===== config.mk =====
export PLATFORM = sky130hd
export DESIGN_NAME = spi_seq_master
export DESIGN_NICKNAME = d
export VERILOG_FILES = /design/src/rtl/spi_seq_pkg.sv /design/src/rtl/spi_seq_timer.sv /design/src/rtl/spi_seq_shifter.sv /design/src/rtl/spi_seq_master.sv
export SDC_FILE = /design/constraint.sdc
export NUM_CORES = 1
export LEC_CHECK = 0
export BUFFER_PORTS_ARGS = -buffer_cell sky130_fd_sc_hd__buf_2
export CAP_MARGIN = 0
export CORE_MARGIN = 5
export CORE_UTILIZATION = 23
export CTS_CLUSTER_SIZE = 28
export DETAILED_ROUTE_END_ITERATION = 10
export PLACE_DENSITY = 0.4
export SYNTH_ARGS = -nofsm -noshare
export SYNTH_HDL_FRONTEND = slang
export SYNTH_SLANG_ARGS = --single-unit

===== constraint.sdc =====
create_clock -name clk -period 5.1 [get_ports clk]
set_input_delay 0.255 -clock clk [delete_from_list [all_inputs] [get_ports clk]]
set_output_delay 0.255 -clock clk [all_outputs]
set_load 0.01 [all_outputs]

===== src/rtl/spi_seq_pkg.sv =====
package spi_seq_pkg;

  typedef enum logic [2:0] {
    ST_IDLE,
    ST_LOAD,
    ST_LOW,
    ST_HIGH,
    ST_DELIVER,
    ST_GAP,
    ST_TRAIL
  } seq_state_t;

  localparam logic [7:0] FILL_BYTE = 8'hFF;

  // Clocks spent in a gap of the given number of SCLK periods.
  function automatic int unsigned gap_span(int unsigned gap, int unsigned div);
    return gap * 2 * div;
  endfunction

  // True when the boundary after byte count 'done' is the command/payload gap.
  function automatic bit gap_after(int unsigned done, int unsigned cmd,
                                   int unsigned total, int unsigned gap);
    return (cmd != 0) && (done == cmd) && (done < total) && (gap != 0);
  endfunction

endpackage


===== src/rtl/spi_seq_timer.sv =====
module spi_seq_timer #(
  parameter int W = 8
) (
  input  logic         clk,
  input  logic         rst_n,
  input  logic         load,
  input  logic [W-1:0] load_val,
  output logic         expired
);
  logic [W-1:0] cnt_q;

  always_ff @(posedge clk or negedge rst_n) begin
    if (!rst_n)           cnt_q <= '0;
    else if (load)        cnt_q <= load_val;
    else if (cnt_q != '0) cnt_q <= cnt_q - 1'b1;
  end

  assign expired = (cnt_q == '0);
endmodule


===== src/rtl/spi_seq_shifter.sv =====
module spi_seq_shifter (
  input  logic       clk,
  input  logic       rst_n,
  input  logic       load,
  input  logic [7:0] load_byte,
  input  logic       sample,
  input  logic       shift,
  input  logic       miso,
  output logic       mosi,
  output logic [7:0] rx_byte,
  output logic       last_bit
);
  logic [7:0] tx_q;
  logic [7:0] rx_q;
  logic [2:0] bit_q;

  always_ff @(posedge clk or negedge rst_n) begin
    if (!rst_n) begin
      tx_q  <= '0;
      rx_q  <= '0;
      bit_q <= '0;
    end else begin
      if (load) begin
        tx_q  <= load_byte;
        bit_q <= '0;
      end else if (shift) begin
        tx_q  <= {tx_q[6:0], 1'b0};
        bit_q <= bit_q + 1'b1;
      end
      if (sample) rx_q <= {rx_q[6:0], miso};
    end
  end

  assign mosi     = tx_q[7];
  assign rx_byte  = rx_q;
  assign last_bit = (bit_q == 3'd7);
endmodule


===== src/rtl/spi_seq_master.sv =====
module spi_seq_master #(
  parameter int DIV   = 2,
  parameter int LEN_W = 8,
  parameter int GAP_W = 4
) (
  input  logic             clk,
  input  logic             rst_n,
  input  logic             start,
  input  logic [LEN_W-1:0] xfer_len,
  input  logic [LEN_W-1:0] cmd_len,
  input  logic [GAP_W-1:0] gap_len,
  output logic             busy,
  input  logic [7:0]       tx_data,
  input  logic             tx_valid,
  output logic             tx_ready,
  output logic [7:0]       rx_data,
  output logic             rx_valid,
  input  logic             rx_ready,
  output logic             sclk,
  output logic             mosi,
  input  logic             miso,
  output logic             cs_n
);
  import spi_seq_pkg::*;

  localparam int CNT_W = GAP_W + $clog2(DIV) + 2;
  localparam logic [CNT_W-1:0] HALF_LOAD = CNT_W'(DIV - 1);

  seq_state_t       state_q, state_d;
  logic [LEN_W-1:0] len_q, cmd_q, done_q;
  logic [GAP_W-1:0] gap_q;
  logic [LEN_W-1:0] done_next;

  logic             tmr_load;
  logic [CNT_W-1:0] tmr_val;
  logic             tmr_done;
  logic             last_bit;

  // Named internal events, also used by the bound checker.
  logic ev_start, ev_load, ev_rise, ev_fall, ev_accept, in_gap;
  logic last_byte, gap_here;

  assign done_next = done_q + 1'b1;
  assign last_byte = (done_next == len_q);
  assign gap_here  = gap_after(int'(done_next), int'(cmd_q), int'(len_q), int'(gap_q));

  assign ev_start  = (state_q == ST_IDLE) && start && (xfer_len != '0);
  assign ev_load   = (state_q == ST_LOAD);
  assign ev_rise   = (state_q == ST_LOW)  && tmr_done;
  assign ev_fall   = (state_q == ST_HIGH) && tmr_done;
  assign ev_accept = (state_q == ST_DELIVER) && rx_ready;
  assign in_gap    = (state_q == ST_GAP);

  always_comb begin
    state_d  = state_q;
    tmr_load = 1'b0;
    tmr_val  = HALF_LOAD;
    unique case (state_q)
      ST_IDLE: if (ev_start) state_d = ST_LOAD;
      ST_LOAD: begin
        state_d  = ST_LOW;
        tmr_load = 1'b1;
      end
      ST_LOW: if (tmr_done) begin
        state_d  = ST_HIGH;
        tmr_load = 1'b1;
      end
      ST_HIGH: if (tmr_done) begin
        if (last_bit) state_d = ST_DELIVER;
        else begin
          state_d  = ST_LOW;
          tmr_load = 1'b1;
        end
      end
      ST_DELIVER: if (rx_ready) begin
        if (last_byte) begin
          state_d  = ST_TRAIL;
          tmr_load = 1'b1;
        end else if (gap_here) begin
          state_d  = ST_GAP;
          tmr_load = 1'b1;
          tmr_val  = CNT_W'(gap_span(int'(gap_q), DIV) - 1);
        end else begin
          state_d  = ST_LOAD;
        end
      end
      ST_GAP:   if (tmr_done) state_d = ST_LOAD;
      ST_TRAIL: if (tmr_done) state_d = ST_IDLE;
      default:  state_d = ST_IDLE;
    endcase
  end

  always_ff @(posedge clk or negedge rst_n) begin
    if (!rst_n) begin
      state_q <= ST_IDLE;
      len_q   <= '0;
      cmd_q   <= '0;
      gap_q   <= '0;
      done_q  <= '0;
    end else begin
      state_q <= state_d;
      if (ev_start) begin
        len_q  <= xfer_len;
        cmd_q  <= cmd_len;
        gap_q  <= gap_len;
        done_q <= '0;
      end else if (ev_accept) begin
        done_q <= done_next;
      end
    end
  end

  spi_seq_timer #(.W(CNT_W)) u_timer (
    .clk      (clk),
    .rst_n    (rst_n),
    .load     (tmr_load),
    .load_val (tmr_val),
    .expired  (tmr_done)
  );

  spi_seq_shifter u_shift (
    .clk       (clk),
    .rst_n     (rst_n),
    .load      (ev_load),
    .load_byte (tx_valid ? tx_data : FILL_BYTE),
    .sample    (ev_rise),
    .shift     (ev_fall && !last_bit),
    .miso      (miso),
    .mosi      (mosi),
    .rx_byte   (rx_data),
    .last_bit  (last_bit)
  );

  assign busy     = (state_q != ST_IDLE);
  assign cs_n     = (state_q == ST_IDLE);
  assign sclk     = (state_q == ST_HIGH);
  assign tx_ready = ev_load;
  assign rx_valid = (state_q == ST_DELIVER);
endmodule


Word-level counts from Yosys, hierarchy flattened
Cells that the tools add are included.
{"block": "op_classes", "eq_ne": 15, "muxes": 30, "add_sub_neg": 4, "reduce_logical": 21, "n_lt_le_gt_ge": 1}
{"operator": "7-bit two-way mux", "n": 6}
{"operator": "8-bit two-way mux", "n": 5}
{"operator": "3-bit two-way mux", "n": 11}
{"operator": "3-bit case mux with 7 select lines", "n": 1}
{"operator": "8-bit equality test", "n": 2}
{"operator": "8-bit nonzero test", "n": 2}
{"operator": "3-bit equality test, second input constant", "n": 4}
{"operator": "1-bit logical AND", "n": 9}
{"operator": "8-bit by 1-bit adder with 8-bit output, second input constant", "n": 1}
{"operator": "8-bit < comparator", "n": 1}
{"operator": "7-bit zero test", "n": 1}
{"operator": "7-bit nonzero test", "n": 1}
{"operator": "6-bit by 1-bit subtractor with 7-bit output, second input constant", "n": 1}
{"operator": "7-bit by 1-bit subtractor with 7-bit output, second input constant", "n": 1}
{"operator": "3-bit by 2-bit equality test with 1-bit output, second input constant", "n": 2}
{"operator": "1-bit two-way mux", "n": 6}
{"operator": "2-bit by 1-bit inequality test with 1-bit output, second input constant", "n": 3}
{"operator": "2-bit inequality test, second input constant", "n": 3}
{"operator": "6-bit AND reduction", "n": 1}
{"operator": "2-bit nonzero test", "n": 3}
{"operator": "1-bit case mux with 4 select lines", "n": 1}
{"operator": "4-bit nonzero test", "n": 1}
{"operator": "3-bit by 1-bit adder with 3-bit output, second input constant", "n": 1}
{"operator": "3-bit by 1-bit equality test with 1-bit output, second input constant", "n": 1}
{"operator": "3 further kinds", "n": 3}
{"block": "totals", "ff_bits": 57, "output_inout_bits": 14}

Longest topological paths before layout
Gate-level depths: netlist of run 1.
{"block": "depth", "depth_word": 10, "mapped_depth": 13, "mapped_depth_nobuf": 13}

Cells and area by module
Synthesis of run 1 repeated with hierarchy kept, for this count alone.
{"block": "hier_totals", "hier_cells": 365, "hier_area_um2": 3344.5}
{"module": "spi_seq_master", "cells_per_inst": 259, "seq_area_each_um2": 775.7, "area_each_um2": 2104.5, "instances": 1}
{"module": "spi_seq_shifter", "cells_per_inst": 63, "seq_area_each_um2": 475.5, "area_each_um2": 805.8, "instances": 1}
{"module": "spi_seq_timer", "cells_per_inst": 43, "seq_area_each_um2": 175.2, "area_each_um2": 434.2, "instances": 1}

Least setup slack after synthesis of run 1
No wires, ideal clock.
{"block": "synth_path", "path_type": "flip-flop to flip-flop", "from": "register done_q[0]", "to": "register u_timer.cnt_q[5]", "setup_time_ns": 0.119, "setup_slack_ns": 1.920, "arrival_time_ns": 3.061, "required_time_ns": 4.981, "stages_incl_launch_ff": 14, "synth_period_minus_slack_ns": 3.180, "cell_sequence": "dfrtp_1 > ha_1 > nand3_2 > nor2_1 > xnor2_1 > inv_1 > ha_1 > a221oi_2 > o21ai_1 > or4b_4 > nor4_4 > mux2i_1 > o2bb2ai_1 > and2_1"}
{"block": "synth_between", "elab_chain_len": 10}
{"element": "start: declaration", "line": "spi_seq_master.sv:30", "rtl": "logic [LEN_W-1:0] len_q, cmd_q, done_q;"}
{"element": "start signal: assignment", "line": "spi_seq_master.sv:108", "rtl": "done_q <= done_next;"}
{"element": "8-bit by 1-bit adder with 8-bit output (*)", "line": "spi_seq_master.sv:43", "rtl": "assign done_next = done_q + 1'b1;"}
{"element": "branches (longest 9 deep; another with 8-bit < comparator)"}
{"element": "end signal: assignment", "line": "spi_seq_timer.sv:14", "rtl": "else if (load) cnt_q <= load_val;"}
{"element": "end signal: assignment", "line": "spi_seq_timer.sv:15", "rtl": "else if (cnt_q != '0) cnt_q <= cnt_q - 1'b1;"}
{"element": "end: declaration", "line": "spi_seq_timer.sv:10", "rtl": "logic [W-1:0] cnt_q;"}
Mark *: on every way between the ends.
A chain may end at the register's enable or synchronous reset.

Final worst setup path of run 1
{"block": "layout_path", "from": "register done_q[0]", "to": "register u_timer.cnt_q[4]"}
Same word-level chain as after synthesis.

==> flow_metrics.env, run 1 <==
export IMPL_yosysMostFrequentCell="dfrtp_1"
export IMPL_fmax_mhz=282
export IMPL_gr_usage_met1_pct=13.4
export IMPL_yosysWarnings=0
export IMPL_drtAntennaViolNets=0
export IMPL_cts_tree="yes"
export IMPL_antennaDiodeCount=0
export IMPL_finish_instance_area_um2=3950
export IMPL_multi_input_comb_area_um2=1640
export IMPL_synth_area_leaders="dfrtp_1, mux2_2, ha_1"
export IMPL_root_buffer="clkbuf_16"
export IMPL_yosysTopAreaCell="dfrtp_1"
export IMPL_leakagePower_nw=1.78
export IMPL_place_port_buffers=47
export IMPL_hold_viol=0
export IMPL_dr_pass1_iters=4
export IMPL_grt_use_total_pct=10.1
export IMPL_drtIter0Drc=129
export IMPL_fillers=1491
export IMPL_die_area_um2=16500
export IMPL_num_rows=43
export IMPL_worst_pin_slew_ns=0.776
export IMPL_htree_levels=3
export IMPL_hold_path_class="in2async"
export IMPL_areaGrowthSynthToFinish_pct=22.4
export IMPL_peakVddDrop_v=0.000190
export IMPL_skew_ns=0.00486
export IMPL_worst_slack_ns=1.56
export IMPL_end_kind="flip-flop"
export IMPL_worstPathMaxFanout=8
export IMPL_use_met3_pct=4.11
export IMPL_grt_busiest_layer="met2"
export IMPL_ios=48
export IMPL_numCtsBuffers=9
export IMPL_cts_sinks=57
export IMPL_core_area_um2=13800
export IMPL_startpoint="done_q[0]$_DFFE_PN0P_"
export IMPL_cp_required_ns=5.35
export IMPL_place_congestion=0.839
export IMPL_die_h_um=128
export IMPL_final_net_count=429
export IMPL_path_class="reg2reg"
export IMPL_power_per_cell_area_nw_per_um2=432
export IMPL_crit_top_cell="ha_1"
export IMPL_synth_edf_count=0
export IMPL_vias=2471
export IMPL_cp_start_kind="flip-flop"
export IMPL_gr_total_overflow=0
export IMPL_slew_viol_final=0
export IMPL_grt_pass1_wl_um=13000
export IMPL_async_flop_share_pct=100
export IMPL_met2_usage_pct=14.9
export IMPL_clk_pin_slew_ns=0.05
export IMPL_syn_inst=334
export IMPL_cap_violations=0
export IMPL_synth_distinct_cells=55
export IMPL_fin_crit_ns=3.54
export IMPL_setup_tns_ns=0
export IMPL_yosysSeqAreaShare_pct=44.2
export IMPL_reg2reg_from="done_q[0]$_DFFE_PN0P_"
export IMPL_wl_um=7880
export IMPL_cp_top_family="simple AND/OR/NAND/NOR gates"
export IMPL_wire_per_inst_um=13.9
export IMPL_netlist_area_um2=3230
export IMPL_cp_arrival_ns=3.79
export IMPL_die_w_um=128
export IMPL_cts_setup_buffers=0
export IMPL_drc=0
export IMPL_drive_gt1_share_pct=25.4
export IMPL_hpwl_um=5780
export IMPL_viasPerCell=4.37
export IMPL_post_route_period_util_pct=69.4
export IMPL_avgSynthCellArea_um2=9.66
export IMPL_grt_max_degree=58
export IMPL_relSlewSlack_pct=48.1
export IMPL_antenna_found_initial=1
export IMPL_status="complete, no violations"
export IMPL_synth_seq_cells=57
export IMPL_grt_pass1_vias=2559
export IMPL_cp_slowest_cell="or4b_4"
export IMPL_ctsHoldBuffers=0
export IMPL_cts_buffer_depth=2
export IMPL_start_util_pct=23.3
export IMPL_synth_top_area_share_pct=44.2
export IMPL_regArea_um2=1430
export IMPL_post_place_ws_ns=1.56
export IMPL_ys_flop_type="dfrtp_1"
export IMPL_path_buf_inv=1
export IMPL_syn_num_nets=382
export IMPL_clk_latency_ns=0.32
export IMPL_power_mw=1.70
export IMPL_setup_violations=0
export IMPL_slowest_delay_ns=0.55
export IMPL_path_cells="ha_1 > nand3_2 > nor2_1 > xnor2_1 > inv_1 > ha_1 > a221oi_2 > o21ai_1 > or4b_4 > nor4_4 > o21ai_2 > nand3_1 > a21boi_1"
export IMPL_cts_resized=0
export IMPL_netlist_top_cells_count="dfrtp_1, nand2_1, inv_1, o21ai_0"
export IMPL_grt_setup_unrepaired="false"
export IMPL_placed_cell_area_um2=3650
-- cell families after synthesis --
family,synth area share (%)
AND/OR/NAND/NOR,17.7
AO/OA/AOI/OAI,14.0
flip-flops,44.2
buffers and inverters,5.20
XOR/XNOR,6.25
multiplexers,7.21
adder cells (fa/ha/maj),5.43
-- state kept, by name (all words and copies together) (netlist names) --
register         count
u_shift.bit_q        3
gap_q                4
state_q              3
len_q                8
cmd_q                8
u_shift.rx_byte      8
done_q               8
u_shift.tx_q         8
u_timer.cnt_q        7
-- metrics by stage --
step	instances	utilization (%)	hold slack [ns]
finish	566	28.5	0.0654
global placement	550	26.4	0.467
CTS	566	28.5	0.116
global route	566	28.5	0.145
detailed placement	550	26.4	0.472
floorplan	334	-	-0.0406
-- worst register-to-register path: cells and delay by family (launching register included) --
kind | cells | cell delay, ns
and+or+nand+nor | 5 | 1.64
DFF | 1 | 0.47
xor gates and xnor gates | 1 | 0.17
AOI/OAI and AO/OA | 4 | 0.66
adders and majority gates | 2 | 0.46
buffers and inverters | 1 | 0.07
-- area by class of cell --
cell class / instances / area share (%)
clock buffers: 11 / 6.15
clock inverters: 5 / 1.39
inverters: 26 / 2.47
multi-input cells: 237 / 41.6
flip-flops and latches: 57 / 36.1
well taps: 180 / 5.71
repair buffers: 50 / 6.53
-- layout by cell type (no fill, tap or decap), types with 2 or more instances in the layout --
cell type / count
a21oi_1: 18
a221o_1: 5
a22oi_1: 2
and2_1: 2
buf_2: 47
buf_4: 3
clkbuf_16: 9
clkinv_2: 2
clkinvlp_4: 2
dfrtp_1: 57
ha_1: 14
inv_1: 26
mux2_2: 18
mux2i_1: 3
nand2_1: 35
nand2b_1: 3
nand3_1: 8
nand4_1: 6
nor2_1: 19
nor2_2: 2
nor2b_1: 3
nor3_1: 8
nor3b_1: 2
nor4_1: 5
o21ai_0: 23
o2bb2ai_1: 3
o31a_1: 2
or3_1: 5
or3_2: 2
xnor2_1: 13
xor2_1: 10
-- final timing paths --
path / slack (ns) / depth (start not counted) / to
min in group clk: 0.14 / 3 / cmd_q[4]$_DFFE_PN0P_
max reg2reg: 1.56 / 13 / u_timer.cnt_q[4]$_DFFE_PN0P_
min: 0.07 / 2 / len_q[6]$_DFFE_PN0P_
max: 1.56 / 13 / u_timer.cnt_q[4]$_DFFE_PN0P_
max in group asynchronous: 4.51 / 2 / u_shift.tx_q[6]$_DFFE_PN0P_
min reg2reg: 0.51 / 1 / u_shift.rx_byte[7]$_DFFE_PN0P_
-- power breakdown --
group	switching, mW	internal [mW]	total (mW)
combinational	0.205	0.211	0.416
sequential	0.110	0.582	0.693
clock	0.207	0.389	0.596
total	0.522	1.18	1.70
-- layer usage --
layer	wire [µm]	share of wire, %
met2	3330	42
met1	3970	50
met3	441	5.6
met4	119	1.5
met5	13	0.17
Note: power is estimated with default switching activity, not from simulation.
==> inputs of run 2 (changes only) <==
==> constraint.sdc (replaced) <==
create_clock -name clk -period 3.7 [get_ports clk]
set_input_delay 0.185 -clock clk [delete_from_list [all_inputs] [get_ports clk]]
set_output_delay 0.185 -clock clk [all_outputs]
set_load 0.01 [all_outputs]
==> run 2 against run 1 <==
- die area unchanged
- utilization hardly changed
- critical path depth grew 1
- maximum frequency grew 4.7%
- non-clock buffer count grew 4
- cell area is 0.16% higher
- global-route usage grew 0.51 points
- clock-buffer cell count increased by 2
- sequential power is 38% higher
==> flow_metrics.env, run 2 (synthesis gave the netlist of run 1 again) <==
export IMPL_status="complete, no violations"
export IMPL_path_buf_inv=2
export IMPL_viasPerCell=4.44
export IMPL_slew_viol_final=0
export IMPL_relSlewSlack_pct=48.1
export IMPL_cp_start_kind="flip-flop"
export IMPL_areaGrowthSynthToFinish_pct=22.6
export IMPL_final_net_count=433
export IMPL_crit_end="u_timer.cnt_q[4]$_DFFE_PN0P_"
export IMPL_drive_gt1_share_pct=25.6
export IMPL_core_area_um2=13800
export IMPL_reg2reg_slack_ns=0.32
export IMPL_power_per_cell_area_nw_per_um2=581
export IMPL_ios=48
export IMPL_finalNonFillerCells=567
export IMPL_cts_setup_buffers=0
export IMPL_grt_max_degree=32
export IMPL_skew_ns=0.00650
export IMPL_hold_viol=0
export IMPL_path_class="reg2reg"
export IMPL_post_route_period_util_pct=91.4
export IMPL_clk_pin_slew_ns=0.05
export IMPL_root_buffer="clkbuf_16"
export IMPL_grt_use_total_pct=10.6
export IMPL_drtIter0Drc=111
export IMPL_grt_pass1_wl_um=13600
export IMPL_cp_arrival_ns=3.64
export IMPL_cap_violations=0
export IMPL_num_rows=43
export IMPL_hold_path_class="in2reg"
export IMPL_numCtsBuffers=9
export IMPL_final_cell_mix="dfrtp_1, buf_2, nand2_1, inv_1, o21ai_0"
export IMPL_cts_sinks=57
export IMPL_final_common_cell="dfrtp_1"
export IMPL_placed_cells=553
export IMPL_dr_pass1_iters=4
export IMPL_grt_pass1_vias=2592
export IMPL_antennaDiodeCount=0
export IMPL_cts_buffer_depth=2
export IMPL_grt_setup_unrepaired="false"
export IMPL_fmax_mhz=296
export IMPL_worstPathMaxFanout=8
export IMPL_wire_per_inst_um=14.1
export IMPL_die_area_um2=16500
export IMPL_clk_latency_ns=0.33
export IMPL_worst_pin_slew_ns=0.777
export IMPL_place_congestion=0.831
export IMPL_end_kind="flip-flop"
export IMPL_drc=0
export IMPL_cp_slowest_cell="or4b_4"
export IMPL_vias=2516
export IMPL_setup_tns_ns=0
export IMPL_cp_required_ns=3.95
export IMPL_post_place_ws_ns=0.262
export IMPL_fin_crit_ns=3.38
export IMPL_gr_total_overflow=0
export IMPL_start_util_pct=23.3
export IMPL_place_port_buffers=47
export IMPL_crit_top_cell="ha_1"
export IMPL_peakVddDrop_v=0.000243
export IMPL_die_h_um=128
export IMPL_wl_um=8010
export IMPL_r2r_cells=14
export IMPL_hpwl_um=5960
export IMPL_path_cells="ha_1 > nand3_2 > nor2_1 > xnor2_1 > inv_1 > ha_1 > a221oi_2 > o21ai_1 > or4b_4 > nor4_4 > buf_4 > o21ai_2 > nand3_1 > a21boi_1"
export IMPL_setup_violations=0
export IMPL_htree_levels=3
export IMPL_worst_slack_ns=0.320
export IMPL_antenna_found_initial=1
export IMPL_cp_top_family="simple AND/OR/NAND/NOR gates"
export IMPL_die_w_um=128
export IMPL_slowest_delay_ns=0.55
export IMPL_reg2reg_to="u_timer.cnt_q[4]$_DFFE_PN0P_"
export IMPL_startpoint="done_q[0]$_DFFE_PN0P_"
export IMPL_drtAntennaViolNets=0
export IMPL_leakagePower_nw=1.79
export IMPL_reg2reg_from="done_q[0]$_DFFE_PN0P_"
export IMPL_cp_depth=14
export IMPL_cts_tree="yes"
[run 2: what timing repair did]
action | CTS | global route
setup endpoints to repair | 0 | 4
resized for setup | 0 | 1
hold buffers | 1 | 0
hold endpoints to repair | 26 | 0
[run 2: area by class of cell]
cell class	instances	area [µm²]
timing repair buffer	54	290
tap	180	225
multi-input combinational	237	1640
clock buffer	13	270
fill	1487	9870
inverter	26	97.6
sequential	57	1430
[run 2: worst min path at each step]
stage                     slack, ns  depth (start not counted)  startpoint              endpoint
after floorplan               -0.11                          0       rst_n  cmd_q[0]$_DFFE_PN0P_
after global placement         0.25                          1       rst_n  len_q[6]$_DFFE_PN0P_
after detailed placement       0.26                          1       rst_n  len_q[6]$_DFFE_PN0P_
after CTS                      0.06                          3  cmd_len[5]  cmd_q[5]$_DFFE_PN0P_
after global routing           0.07                          2  cmd_len[7]  cmd_q[7]$_DFFE_PN0P_
final                          0.07                          3  cmd_len[5]  cmd_q[5]$_DFFE_PN0P_
[run 2: worst reg2reg max path, delay by kind of cell (launching register included)]
| kind | cells | cell delay, ns |
|---|---|---|
| buffers and inverters | 2 | 0.27 |
| XOR/XNOR | 1 | 0.17 |
| AO/OA/AOI/OAI | 4 | 0.62 |
| AND/OR/NAND/NOR | 5 | 1.40 |
| adder cells (fa/ha/maj) | 2 | 0.42 |
| flip-flops | 1 | 0.43 |
[run 2: report_power, final]
part	total (mW)	internal, mW	leakage (nW)	switching (mW)
clock network	0.763	0.495	0.134	0.268
registers	0.953	0.804	0.699	0.149
logic	0.579	0.292	0.957	0.287
[run 2: through the flow]
stage               hold slack, ns  power, mW  utilization, %  instance area (µm²)
CTS                         0.0585       2.34            28.6                 3950
detailed placement           0.259       1.55            26.6                 3670
global route                0.0710       2.48            28.6                 3950
global placement             0.252       1.55            26.6                 3670
finish                      0.0702       2.30            28.6                 3950
floorplan                   -0.111       1.36               -                 3230
[run 2: routing by layer]
| metal | track usage (%) | up-vias | part of all wire (%) |
|---|---|---|---|
| li1 | - | 1271 | - |
| met1 | 14.7 | 1184 | 51 |
| met2 | 14.9 | 47 | 41 |
| met3 | 4.15 | 12 | 5.7 |
| met4 | 4.12 | 2 | 1.9 |
| met5 | 0 | - | 0.16 |
==> inputs of run 3 (changes only) <==
--- a/config.mk
+++ b/config.mk
@@ -8,10 +8,10 @@
 export BUFFER_PORTS_ARGS = -buffer_cell sky130_fd_sc_hd__buf_2
 export CAP_MARGIN = 0
 export CORE_MARGIN = 5
-export CORE_UTILIZATION = 23
+export CORE_UTILIZATION = 40
 export CTS_CLUSTER_SIZE = 28
 export DETAILED_ROUTE_END_ITERATION = 10
-export PLACE_DENSITY = 0.4
+export PLACE_DENSITY = 0.6
 export SYNTH_ARGS = -nofsm -noshare
 export SYNTH_HDL_FRONTEND = slang
 export SYNTH_SLANG_ARGS = --single-unit
==> run 3 against run 2 <==
- cell area fell by 4.3%
- register-to-register slack barely moved
- largest cell class unchanged
- critical path type unchanged
- hold slack got worse by 0.0081 ns
- highest routed layer is now met4
- combinational power barely moved
- clock-buffer cell count rose by 1
==> flow_metrics.env, run 3 (synthesis gave the netlist of run 1 again) <==
export IMPL_relSlewSlack_pct=55.5
export IMPL_root_buffer="clkbuf_8"
export IMPL_grt_use_total_pct=14.8
export IMPL_dr_pass1_iters=5
export IMPL_num_rows=32
export IMPL_place_congestion=0.930
export IMPL_setup_tns_ns=0
export IMPL_drtAntennaViolNets=0
export IMPL_power_per_cell_area_nw_per_um2=564
export IMPL_startpoint="done_q[0]$_DFFE_PN0P_"
export IMPL_cp_slowest_cell="or4b_4"
export IMPL_cp_top_family="simple AND/OR/NAND/NOR gates"
export IMPL_clk_latency_ns=0.33
export IMPL_crit_end="u_timer.cnt_q[5]$_DFFE_PN0P_"
export IMPL_die_area_um2=9960
export IMPL_grt_setup_unrepaired="false"
export IMPL_power_frac_seq_pct=44.5
export IMPL_die_h_um=99.8
export IMPL_post_place_ws_ns=0.198
export IMPL_worstPathMaxFanout=7
export IMPL_place_port_buffers=47
export IMPL_cts_tree="yes"
export IMPL_skew_ns=0.0112
export IMPL_wire_per_inst_um=14.0
export IMPL_worst_slack_ns=0.314
export IMPL_slowest_delay_ns=0.55
export IMPL_areaGrowthSynthToFinish_pct=17.3
export IMPL_fmax_mhz=295
export IMPL_antennaDiodeCount=0
export IMPL_reg2reg_to="u_timer.cnt_q[5]$_DFFE_PN0P_"
export IMPL_cts_sinks=57
export IMPL_crit_top_cell="ha_1"
export IMPL_status="complete, no violations"
export IMPL_vias=2450
export IMPL_switchingPower_mw=0.673
export IMPL_drtIter0Drc=60
export IMPL_final_cell_mix="dfrtp_1, buf_2, nand2_1, inv_1, o21ai_0"
export IMPL_r2r_cells=14
export IMPL_hold_viol=0
export IMPL_worst_pin_slew_ns=0.667
export IMPL_antenna_found_initial=0
export IMPL_reg2reg_slack_ns=0.31
export IMPL_finalNonFillerCells=492
export IMPL_hpwl_um=5050
export IMPL_cap_violations=0
export IMPL_cts_buffer_depth=2
export IMPL_fillers=799
export IMPL_core_area_um2=7810
export IMPL_die_w_um=99.8
export IMPL_peakVddDrop_v=0.000296
export IMPL_clk_pin_slew_ns=0.07
export IMPL_swShare_pct=31.5
export IMPL_path_buf_inv=2
export IMPL_regArea_um2=1430
export IMPL_pwr_share_comb_pct=27.0
export IMPL_final_util_pct=48.5
export IMPL_power_mw=2.13
export IMPL_numCtsBuffers=9
export IMPL_cp_required_ns=3.93
export IMPL_pwr_share_clk_pct=28.5
export IMPL_ios=48
export IMPL_wl_um=6870
export IMPL_min_delay_start="cmd_len[3]"
export IMPL_gr_total_overflow=0
export IMPL_leakagePower_nw=1.76
export IMPL_multi_input_comb_area_um2=1640
export IMPL_cp_depth=14
export IMPL_final_common_cell="dfrtp_1"
export IMPL_viasPerCell=4.98
export IMPL_grt_pass1_vias=2431
export IMPL_path_cells="ha_1 > nand3_2 > nor2_1 > xnor2_1 > inv_1 > ha_1 > a221oi_2 > o21ai_1 > or4b_4 > nor4_4 > buf_4 > mux2i_1 > o2bb2ai_1 > and2_1"
export IMPL_start_util_pct=41.3
export IMPL_placed_cells=473
export IMPL_hold_path_class="in2reg"
export IMPL_drc=0
export IMPL_grt_max_degree=36
export IMPL_drive_gt1_share_pct=25.6
export IMPL_reg2reg_from="done_q[0]$_DFFE_PN0P_"
export IMPL_post_route_period_util_pct=91.5
export IMPL_grt_pass1_wl_um=11700
export IMPL_path_class="reg2reg"
export IMPL_cp_start_kind="flip-flop"
export IMPL_slew_viol_final=0
export IMPL_cts_resized=0
export IMPL_cp_arrival_ns=3.61
export IMPL_final_net_count=433
export IMPL_p_int_mw=1.46
export IMPL_fin_crit_ns=3.39
export IMPL_htree_levels=3
export IMPL_setup_violations=0
export IMPL_end_kind="flip-flop"
-- run 3: changes by cell type in the layout (fill, tap and decap cells not counted), sizes merged --
cell and delta:
bufinv +1, clkinv +1, clkbuf +1
-- run 3: layout make-up --
| cell class | count | area share [%] |
|---|---|---|
| multi-input cells | 237 | 43.2 |
| flip-flops and latches | 57 | 37.7 |
| repair buffers | 54 | 7.67 |
| clock buffers | 14 | 4.56 |
| well taps | 102 | 3.37 |
| inverters | 26 | 2.58 |
| clock inverters | 2 | 0.926 |
-- run 3: stage by stage --
stage / hold WS (ns) / instance area, µm²
finish: 0.0621 / 3780
global route: 0.0471 / 3780
CTS: 0.0439 / 3770
detailed placement: 0.268 / 3550
global placement: 0.266 / 3550
floorplan: -0.111 / 3230
-- run 3: what timing repair did --
| action | in CTS | in global routing |
|---|---|---|
| hold buffers | 1 | 0 |
| endpoints found under the hold margin | 28 | 0 |
| setup endpoints to repair | 0 | 4 |
| buffers inserted | 0 | 2 |
-- run 3: how the worst min path moves through the flow --
stage                                        endpoint  slack, ns  cells past startpoint
after floorplan                  cmd_q[0]$_DFFE_PN0P_      -0.11                      0
after CTS                        cmd_q[4]$_DFFE_PN0P_       0.04                      3
after global routing             cmd_q[4]$_DFFE_PN0P_       0.05                      3
final                            cmd_q[3]$_DFFE_PN0P_       0.06                      3
after global placement    u_shift.tx_q[7]$_DFFE_PN0P_       0.27                      1
after detailed placement  u_shift.tx_q[7]$_DFFE_PN0P_       0.27                      1
-- run 3: worst reg2reg max path, delay by kind of cell (launching register included) --
| kind | cells | cell delay, ns |
|---|---|---|
| and+or+nand+nor | 5 | 1.33 |
| DFF | 1 | 0.48 |
| adders and majority gates | 2 | 0.45 |
| AOI/OAI and AO/OA | 3 | 0.42 |
| buffers and inverters | 2 | 0.25 |
| muxes | 1 | 0.18 |
| xor gates and xnor gates | 1 | 0.16 |
-- run 3: per-layer routing --
metal	global-route usage, %	vias up	share of wire, %
met3	4.93	6	6.1
met4	4.41	0	1.0
li1	-	1272	-
met5	0	-	0
met2	21.7	55	42
met1	20.6	1117	51
-- run 3: power by group through the flow --
stage / combinational [mW] / clock, mW / sequential, mW
finish: 0.576 / 0.607 / 0.950
global placement: 0.574 / 0 / 0.957
CTS: 0.585 / 0.632 / 0.951
global route: 0.656 / 0.665 / 0.979
detailed placement: 0.583 / 0 / 0.958
floorplan: 0.457 / 0 / 0.907
